[src/rtl/hazard_ctrl_pkg.sv]
`timescale 1ns/1ps
package hazard_ctrl_pkg;
  typedef enum logic [1:0] {
    FWD_RF  = 2'b00,
    FWD_WB  = 2'b01,
    FWD_MEM = 2'b10
  } fwd_sel_e;
endpackage

[src/rtl/hz_fwd_pick.sv]
`timescale 1ns/1ps
// Chooses the bypass source for one operand while its consumer is in decode.
// "near" is the stage one slot ahead, "far" is two slots ahead.
module hz_fwd_pick
  import hazard_ctrl_pkg::*;
#(
  parameter int REG_W = 5
) (
  input  logic [REG_W-1:0] src_reg,
  input  logic [REG_W-1:0] near_rd,
  input  logic             near_wen,
  input  logic [REG_W-1:0] far_rd,
  input  logic             far_wen,
  output fwd_sel_e         sel
);
  localparam logic [REG_W-1:0] ZERO_REG = '0;

  logic src_live;
  logic near_hit;
  logic far_hit;

  always_comb begin
    src_live = (src_reg != ZERO_REG);
    near_hit = src_live && near_wen && (near_rd == src_reg);
    far_hit  = src_live && far_wen && (far_rd == src_reg);
    if (near_hit)     sel = FWD_MEM;
    else if (far_hit) sel = FWD_WB;
    else              sel = FWD_RF;
  end
endmodule

[src/rtl/hz_stall_unit.sv]
`timescale 1ns/1ps
// Merges the load-use and shared-port stall causes into one request.
module hz_stall_unit #(
  parameter int REG_W       = 5,
  parameter int SHARED_PORT = 1
) (
  input  logic [REG_W-1:0] rs1,
  input  logic [REG_W-1:0] rs2,
  input  logic [REG_W-1:0] ex_rd,
  input  logic             ex_wen,
  input  logic             ex_load,
  input  logic             mem_access,
  output logic             stall
);
  localparam logic [REG_W-1:0] ZERO_REG = '0;
  localparam logic PORT_SHARED = (SHARED_PORT != 0);

  logic load_use;
  logic port_clash;

  always_comb begin
    load_use   = ex_load && ex_wen && (ex_rd != ZERO_REG) &&
                 ((ex_rd == rs1) || (ex_rd == rs2));
    port_clash = PORT_SHARED && mem_access;
    stall      = load_use || port_clash;
  end
endmodule

[src/rtl/hazard_fwd_ctrl.sv]
`timescale 1ns/1ps
module hazard_fwd_ctrl
  import hazard_ctrl_pkg::*;
#(
  parameter int REG_W       = 5,
  parameter int SHARED_PORT = 1
) (
  input  logic             clk,
  input  logic             rst_n,
  input  logic [REG_W-1:0] id_rs1,
  input  logic [REG_W-1:0] id_rs2,
  input  logic [REG_W-1:0] ex_rd,
  input  logic             ex_wen,
  input  logic             ex_load,
  input  logic [REG_W-1:0] mem_rd,
  input  logic             mem_wen,
  input  logic             mem_access,
  output logic [1:0]       fwd_a,
  output logic [1:0]       fwd_b,
  output logic             pc_hold,
  output logic             ifid_hold,
  output logic             idex_bubble
);
  localparam int N_OPND = 2;
  localparam int SEL_W  = 2;

  logic [REG_W-1:0]       src [N_OPND];
  fwd_sel_e               sel_next [N_OPND];
  logic [N_OPND*SEL_W-1:0] sel_q;
  logic                   stall;

  assign src[0] = id_rs1;
  assign src[1] = id_rs2;

  hz_stall_unit #(
    .REG_W      (REG_W),
    .SHARED_PORT(SHARED_PORT)
  ) u_stall (
    .rs1       (id_rs1),
    .rs2       (id_rs2),
    .ex_rd     (ex_rd),
    .ex_wen    (ex_wen),
    .ex_load   (ex_load),
    .mem_access(mem_access),
    .stall     (stall)
  );

  generate
    for (genvar i = 0; i < N_OPND; i++) begin : g_opnd
      hz_fwd_pick #(.REG_W(REG_W)) u_pick (
        .src_reg (src[i]),
        .near_rd (ex_rd),
        .near_wen(ex_wen),
        .far_rd  (mem_rd),
        .far_wen (mem_wen),
        .sel     (sel_next[i])
      );
    end
  endgenerate

  // Decision made in decode, presented while the consumer is in execute.
  always_ff @(posedge clk or negedge rst_n) begin
    if (!rst_n) begin
      sel_q <= '0;
    end else begin
      for (int i = 0; i < N_OPND; i++) begin
        sel_q[i*SEL_W +: SEL_W] <= stall ? FWD_RF : sel_next[i];
      end
    end
  end

  assign fwd_a       = sel_q[0 +: SEL_W];
  assign fwd_b       = sel_q[SEL_W +: SEL_W];
  assign pc_hold     = stall;
  assign ifid_hold   = stall;
  assign idex_bubble = stall;
endmodule

[config.mk]
export PLATFORM = sky130hd
export DESIGN_NAME = hazard_fwd_ctrl
export DESIGN_NICKNAME = d
export VERILOG_FILES = /design/src/rtl/hazard_ctrl_pkg.sv /design/src/rtl/hz_fwd_pick.sv /design/src/rtl/hz_stall_unit.sv /design/src/rtl/hazard_fwd_ctrl.sv
export SDC_FILE = /design/constraint.sdc
export NUM_CORES = 1
export LEC_CHECK = 0
export BUFFER_PORTS_ARGS = -buffer_cell sky130_fd_sc_hd__buf_4
export CORE_AREA = 2 2 39 41
export CTS_BUF_LIST = sky130_fd_sc_hd__clkbuf_8
export CTS_CLUSTER_SIZE = 40
export DETAILED_ROUTE_END_ITERATION = 16
export DIE_AREA = 0 0 41 43
export MAX_ROUTING_LAYER = met4
export PLACE_DENSITY = 0.72
export SETUP_SLACK_MARGIN = 0.3
export SYNTH_ARGS = -nofsm -noshare
export SYNTH_HDL_FRONTEND = slang
export SYNTH_SLANG_ARGS = --single-unit
[constraint.sdc]
create_clock -name clk -period 2.3 [get_ports clk]
set_input_delay 0.69 -clock clk [delete_from_list [all_inputs] [get_ports clk]]
set_output_delay 0.69 -clock clk [all_outputs]
set_load 0.03 [all_outputs]
== Word-level counts from Yosys, hierarchy flattened ==
Index checks and enable logic that the tools add are counted.
W data, S select, Z words.
Operators by class
  reduce and logical (&&, ||, !) cells: 16
  equal/unequal tests: 4
  muxes and demuxes: 6
Operators by type and width (number)
  $eq A5 B5 Y1: 4
  $reduce_bool A5 Y1: 3
  $logic_and A1 B1 Y1: 11
  $mux W2: 4
  $logic_or A1 B1 Y1: 2
  $mux W1: 2
Storage, ports and cells
  logic and storage cells: 27
  bits in registers: 4
  input bits: 26
  output and inout port bits: 7

== Longest topological paths before layout ==
Gate-level depths: netlist (run 1).
  word-level depth: 6
  depth in mapped cells: 5
  mapped depth without buffers: 4

== Modules after synthesis ==
Synthesis (run 1) repeated with hierarchy kept, for this count alone.
Unflattened totals
  cell total of the unflattened synthesis: 67
  area total of the unflattened synthesis: 566.8 um^2
By module, submodules not included
  hz_fwd_pick: area an instance 146.4 um^2, seq. area each 0.0 um^2, cells each 19, times used 2
  hazard_fwd_ctrl: area an instance 140.1 um^2, seq. area each 100.1 um^2, cells each 10, times used 1
  hz_stall_unit: area an instance 133.9 um^2, seq. area each 0.0 um^2, cells each 19, times used 1

== Worst setup path after synthesis (run 1) ==
Ideal clock, no wire load.
  path kind: input to output
  start point: input port ex_rd[0]
  end point: output port ifid_hold
  path slack: -241 ps
  data arrival time: 1851 ps
  stages: 4
  path buffers: 1
  data required time: 1610 ps
  path through: or3_1 o311a_4 a21o_2 buf_4
On the way
  cells in the longest elaborated chain, start to end: 4
  elaborated cells on any way between the ends: 7
  those cells by class: eq/ne (2); reduce/logical (5)
RTL lines
  start: declaration: RTL line hazard_fwd_ctrl.sv:12  | input logic [REG_W-1:0] ex_rd,
  $eq A5 B5 Y1 / $reduce_bool A5 Y1 (equally long branches): RTL line hz_stall_unit.sv:23, hz_stall_unit.sv:22
  $logic_or A1 B1 Y1 / $logic_and A1 B1 Y1 (equally long branches): RTL line hz_stall_unit.sv:23, hz_stall_unit.sv:22
  $logic_and A1 B1 Y1 (*): RTL line hz_stall_unit.sv:22  | load_use = ex_load && ex_wen && (ex_rd != ZERO_REG) &&
  $logic_or A1 B1 Y1 (*): RTL line hz_stall_unit.sv:25  | stall = load_use || port_clash;
  end: declaration: RTL line hazard_fwd_ctrl.sv:21  | output logic ifid_hold,
Every way passes the cells marked *; elsewhere a longest branch is shown, timed or not.

== Final worst setup path (run 1) ==
  start point: input port ex_rd[0]
  end point: output port pc_hold
On the way
  cells in the longest elaborated chain, start to end: 4
  elaborated cells on any way between the ends: 7
  those cells by class: eq/ne (2); reduce/logical (5)
RTL lines
  $eq A5 B5 Y1 / $reduce_bool A5 Y1 (equally long branches): RTL line hz_stall_unit.sv:23, hz_stall_unit.sv:22
  $logic_or A1 B1 Y1 / $logic_and A1 B1 Y1 (equally long branches): RTL line hz_stall_unit.sv:23, hz_stall_unit.sv:22
  $logic_and A1 B1 Y1 (*): RTL line hz_stall_unit.sv:22
  $logic_or A1 B1 Y1 (*): RTL line hz_stall_unit.sv:25
  end: declaration: RTL line hazard_fwd_ctrl.sv:20  | output logic pc_hold,
Marks and branches as above.

==> results by group, run 1 <==
Outcome
  • Status: complete, but fails checks
  • Failing checks: setup timing

Detailed routing
  • Post-route ant nets: 0
  • Final WL: 1270 um
  • 1st-iter DRT viols: 4
  • DR pass1 iterations: 4
  • Via count: 522
  • Avg Vias per Cell: 4.88
  • DRC: 0
  • WL per Instance: 11.8 um

Floorplan
  • Die H: 43 um
  • Die width: 41 um
  • Die area: 1760 um2
  • IO Pins: 33
  • Row count: 14
  • Initial core utilization: 33.1%
  • Core area: 1380 um2

Clocking
  • H-tree lvl count: 1
  • Longest Clk Path Bufs: 2
  • Hold-fix buffers, CTS: 0
  • CTS root buf: clkbuf_8
  • Clock Sinks: 4
  • CTS tree: built
  • Worst-path clk slew: 0.03 ns
  • CTS buffer count: 3

Layout
  • Fin cells: 107
  • ANT cells: 0
  • Fin nets: 119
  • Final Util: 60.7%
  • Fillers: 132
  • Post-route cell area: 840 um2
  • Biggest regs: sel_q (4)
  • Flip-flop count of the largest register after layout: 4
  • Layout area overhead: 83.3%
  • Largest reg by FF count: sel_q
  • Share of cells above drive strength 1: 52.7%

Setup path
  • Source of the critical timing path: ex_rd[0]
  • CP Launch Type: input pin
  • Worst Setup End Kind: primary output
  • Kind of critical path: in2out
  • CP endpoint: pc_hold
  • Worst-path maximum fanout: 3
  • Worst EP arrival: 1.83 ns
  • WP data required: 1.61 ns

Yosys
  • Post-synth EDFFs: 0
  • Commonest register cell after synthesis: dfrtp_1
  • Post-Syn Instances: 50
  • Complex-gate fraction of the synthesized area: 16.7%
  • Most common cell in the netlist: xnor2_1
  • Largest cells by area after synthesis: xnor2_1, dfrtp_1, xor2_1, nand3_1, nor4_1
  • XOR/XNOR Fraction of Synth Area: 38.3%
  • Commonest cells post-synth: xnor2_1, xor2_1, nand3_1, dfrtp_1, nor4_1
  • Main combinational cell family by area after synthesis: XOR/XNOR gates
  • Area share of the largest cell type after synthesis: 23.0%
  • Post-synth cell types: 16
  • Post-Synth Adder-Cell Area: 0%
  • Mux cell area share after synthesis: 0%
  • Syn Nets: 76
  • Synthesized-area fraction occupied by and/or/nand/nor cells: 19.9%
  • Cell Area, Synth: 458 um2
  • Synth async-reset ratio: 100%
  • YS warnings: 0
  • Sequential share of the synthesized area: 21.9%
  • Number of synthesized register bits: 4
  • Syn Area/Cell: 9.16 um2
  • Post-synth top area cell: xnor2_1

Pwr
  • Seq pwr share: 20.5%
  • Peak supply drop: 138 uV
  • Power per Cell Area: 416 nW/um2
  • Int Pwr: 0.000258 W
  • Leakage: 0.375 nW
  • Sw Pwr: 0.0000914 W
  • Sw Share: 26.2%
  • Clock share of power: 41.5%
  • Comb pwr share: 38.0%

Timing
  • Hold Fails Final Rpt: 0
  • Final setup viols: 3
  • Max-slew headroom: 79.3%
  • Actual slew at the worst max-slew pin: 0.308 ns
  • WHS: 0.263 ns
  • RSZ-0062 raised after global routing: true
  • Min cycle time layout: 2.52 ns
  • Final worst-path cycle share: 109%
  • Setup WS post-layout: -0.218 ns
  • TNS Setup: -0.651 ns
  • Fmax: 397 MHz
  • Final-report max-slew violation count: 0

Place
  • IO buf count: 32
  • Gpl congestion: 0.793
  • Area after DPL: 762 um2
  • Placed Cells: 103
  • Hpwl dp: 1150 um

GRT
  • GRT Util Overall: 17.3%
  • First-pass GRT wire length: 2070 um
  • Largest net degree at the start of global routing: 5
  • Initial antenna violation count: 0
  • Vias in the first global route: 544
  • GRT overflow: 0

Flow run
  • Max Cap Viol: 0

Hold path
  • Hold/Removal Path Class: in2async
==> power groups by stage <==
| stage | Combinational, W | Sequential (W) | Clock [W] |
|---|---|---|---|
| 2_1_floorplan | 0.0000580 | 0.0000737 | 0 |
| 6_report | 0.000133 | 0.0000717 | 0.000145 |
| 4_1_cts | 0.000131 | 0.0000717 | 0.000150 |
| 5_1_grt | 0.000143 | 0.0000717 | 0.000153 |
| 3_5_place_dp | 0.000126 | 0.0000724 | 0 |
| 3_3_place_gp | 0.000124 | 0.0000724 | 0 |
==> how the worst min path moves through the flow <==
stage	slack, ns	endpoint	cells past startpoint	from
2_1_floorplan	0.39	sel_q[0]$_DFF_PN0_	0	rst_n
3_3_place_gp	0.48	sel_q[3]$_DFF_PN0_	1	rst_n
3_5_place_dp	0.49	sel_q[0]$_DFF_PN0_	1	rst_n
4_1_cts	0.26	sel_q[0]$_DFF_PN0_	1	rst_n
5_1_grt	0.26	sel_q[0]$_DFF_PN0_	1	rst_n
6_report	0.26	sel_q[0]$_DFF_PN0_	1	rst_n
==> cell families after synthesis <==
group / after synthesis
xor gates and xnor gates: 20
and+or+nand+nor: 17
AOI/OAI and AO/OA: 7
DFF: 4
buffers and inverters: 2
==> worst max-delay path, stage by stage <==
cell	delay [ns]
buf_6	0.09
or3_4	0.37
o311a_4	0.32
a21o_4	0.22
buf_6	0.14
==> layer usage <==
layer | wire, um | up-vias | global-route usage [%]
li1 | - | 263 | -
met1 | 431 | 242 | 16.1
met2 | 775 | 17 | 32.2
met3 | 58 | 0 | 1.57
met4 | 0 | 0 | 8.00
met5 | 0 | - | -
==> area by class of cell <==
cell class	count	area, um2	area share, %
well taps	16	20.0	2.38
clock buffers	3	41.3	4.92
flip-flops and latches	4	100	11.9
repair buffers	40	319	38.0
multi-input cells	44	359	42.8
==> layout by cell type (no fill, tap or decap), drive strengths merged <==
cell / count
buf: 40
xnor2: 12
xor2: 8
nand3: 6
nor4: 4
dfrtp: 4
clkbuf: 3
nand2: 2
nor2: 2
or4: 2
o21bai: 2
a2111oi: 2
or3: 1
o311a: 1
o22ai: 1
a21o: 1
==> per-stage QoR <==
| step | total power [W] | setup slack [ns] |
|---|---|---|
| after floorplan | 0.000132 | -0.203 |
| after global placement | 0.000196 | -0.271 |
| after detailed placement | 0.000199 | -0.274 |
| after CTS | 0.000353 | -0.223 |
| after global routing | 0.000368 | -0.231 |
| final | 0.000349 | -0.218 |
==> repair_timing <==
action                     in CTS  in global routing
pin swaps                       1                  0
buffers inserted                0                  1
setup endpoints to repair       3                  3
resized for setup               6                  1
Power figures use the tool's default switching activity.
==> run 2: changes to the inputs <==
Settings changed: BUFFER_PORTS_ARGS -buffer_cell sky130_fd_sc_hd__buf_4 to unset, DONT_BUFFER_PORTS set to 1, PLACE_DENSITY 0.72 to unset.
==> run 2 against run 1 <==
  * Core utilization decreased by 23 points
  * Sequential power rose by 2%
  * The run still ends with setup timing left
  * Clock-buffer cell count unchanged
  * Critical path type unchanged
  * Critical endpoint unchanged
  * Wire length fell by 18%
==> results by group, run 2 (same netlist as run 1, synthesis figures left out) <==
Floorplan
  • Core area: 1380 um2
  • Die width: 41 um
  • IO Pins: 33
  • Die H: 43 um
  • Row count: 14
  • Die area: 1760 um2
  • Initial core utilization: 33.1%

Outcome
  • Status: complete, but fails checks
  • Failing checks: setup timing

Timing
  • Actual slew at the worst max-slew pin: 0.336 ns
  • Final-report max-slew violation count: 0
  • Final setup viols: 3
  • Final worst-path cycle share: 103%
  • Max-slew headroom: 77.5%
  • Hold Fails Final Rpt: 0
  • TNS Setup: -0.218 ns
  • Min cycle time layout: 2.37 ns
  • WHS: 0.173 ns
  • RSZ-0062 raised after global routing: true
  • Setup WS post-layout: -0.0729 ns
  • Fmax: 421 MHz

GRT
  • First-pass GRT wire length: 1730 um
  • Initial antenna violation count: 0
  • GRT overflow: 0
  • Largest net degree at the start of global routing: 5
  • Vias in the first global route: 467
  • GRT Util Overall: 14.3%

Place
  • Hpwl dp: 932 um
  • IO buf count: 0
  • Post-Place Worst Slack: -0.0983 ns
  • Gpl congestion: 0.685

Detailed routing
  • DR pass1 iterations: 4
  • WL per Instance: 15.2 um
  • Via count: 377
  • DRC: 0
  • 1st-iter DRT viols: 1
  • Avg Vias per Cell: 5.54
  • Post-route ant nets: 0
  • Final WL: 1030 um

Hold path
  • Hold/Removal Path Class: in2async

Clocking
  • Post-CTS Repair Setup Buffers: 0
  • Longest Clk Path Bufs: 2
  • Clock Sinks: 4
  • H-tree lvl count: 1
  • CTS tree: built
  • Worst-path clk slew: 0.03 ns
  • CTS root buf: clkbuf_8
  • CTS buffer count: 3
  • Hold-fix buffers, CTS: 0

Setup path
  • CP cell instances: or3_4, o311a_4, a21o_4
  • Worst EP arrival: 1.68 ns
  • Worst-path maximum fanout: 3
  • CP Launch Type: input pin
  • CP peak stage delay: 0.36 ns
  • Worst Setup End Kind: primary output
  • WP data required: 1.61 ns
  • Kind of critical path: in2out
  • Crit path max-delay cell type: or3_4

Pwr
  • Leakage: 0.179 nW
  • Peak supply drop: 149 uV
  • Power per Cell Area: 531 nW/um2
  • Total power: 0.000278 W

Layout
  • Commonest non-fill, non-tap cell in the layout: xnor2_1
  • Layout area overhead: 14.2%
  • Largest reg by FF count: sel_q
  • Biggest regs: sel_q (4)
  • ANT cells: 0
  • Flip-flop count of the largest register after layout: 4
  • Most frequent cells in the layout: xnor2_1, xor2_1, nand3_1, nor4_1, dfrtp_1
  • Share of cells above drive strength 1: 15.4%
  • Fin nets: 80

Flow run
  • Max Cap Viol: 0
## run 2: report_power, final
group          switching [W]   total, W  internal (W)
clock              0.0000333   0.000145      0.000111
sequential        0.00000143  0.0000729     0.0000715
combinational      0.0000283  0.0000604     0.0000321
## run 2: worst paths after layout
path                          start                 end  slack [ns]
max                        ex_rd[0]             pc_hold       -0.07
min                           rst_n  sel_q[2]$_DFF_PN0_        0.17
min in group clk            mem_wen  sel_q[0]$_DFF_PN0_        0.63
max in group asynchronous     rst_n  sel_q[1]$_DFF_PN0_        2.06
## run 2: layout make-up
| cell class | instances | area [um2] |
|---|---|---|
| fill | 157 | 861 |
| multi-input combinational | 44 | 354 |
| sequential | 4 | 100 |
| clock buffer | 3 | 41.3 |
| tap | 16 | 20.0 |
| timing repair buffer | 1 | 7.51 |
## run 2: per-layer routing
| layer | part of all wire [%] | up-vias | global-route usage [%] |
|---|---|---|---|
| li1 | - | 187 | - |
| met1 | 38 | 163 | 17.1 |
| met2 | 51 | 27 | 22.2 |
| met3 | 11 | 0 | 1.57 |
| met4 | 0 | 0 | 8.00 |
| met5 | 0 | - | - |
## run 2: repair_timing
action,CTS,global route
gates resized for setup,1,0
pin swaps,1,0
setup endpoints to repair,3,3
## run 2: worst max-delay path: cells and delay by family
kind / cells / cell delay, ns
simple gates: 1 / 0.36
compound gates: 2 / 0.63
## run 2: metrics by stage
step | utilization (%) | instances | instance area, um2
2_1_floorplan | - | 50 | 472
3_3_place_gp | 34.4 | 65 | 477
3_5_place_dp | 34.4 | 65 | 477
4_1_cts | 37.8 | 68 | 523
5_1_grt | 37.8 | 68 | 523
6_report | 37.8 | 68 | 523
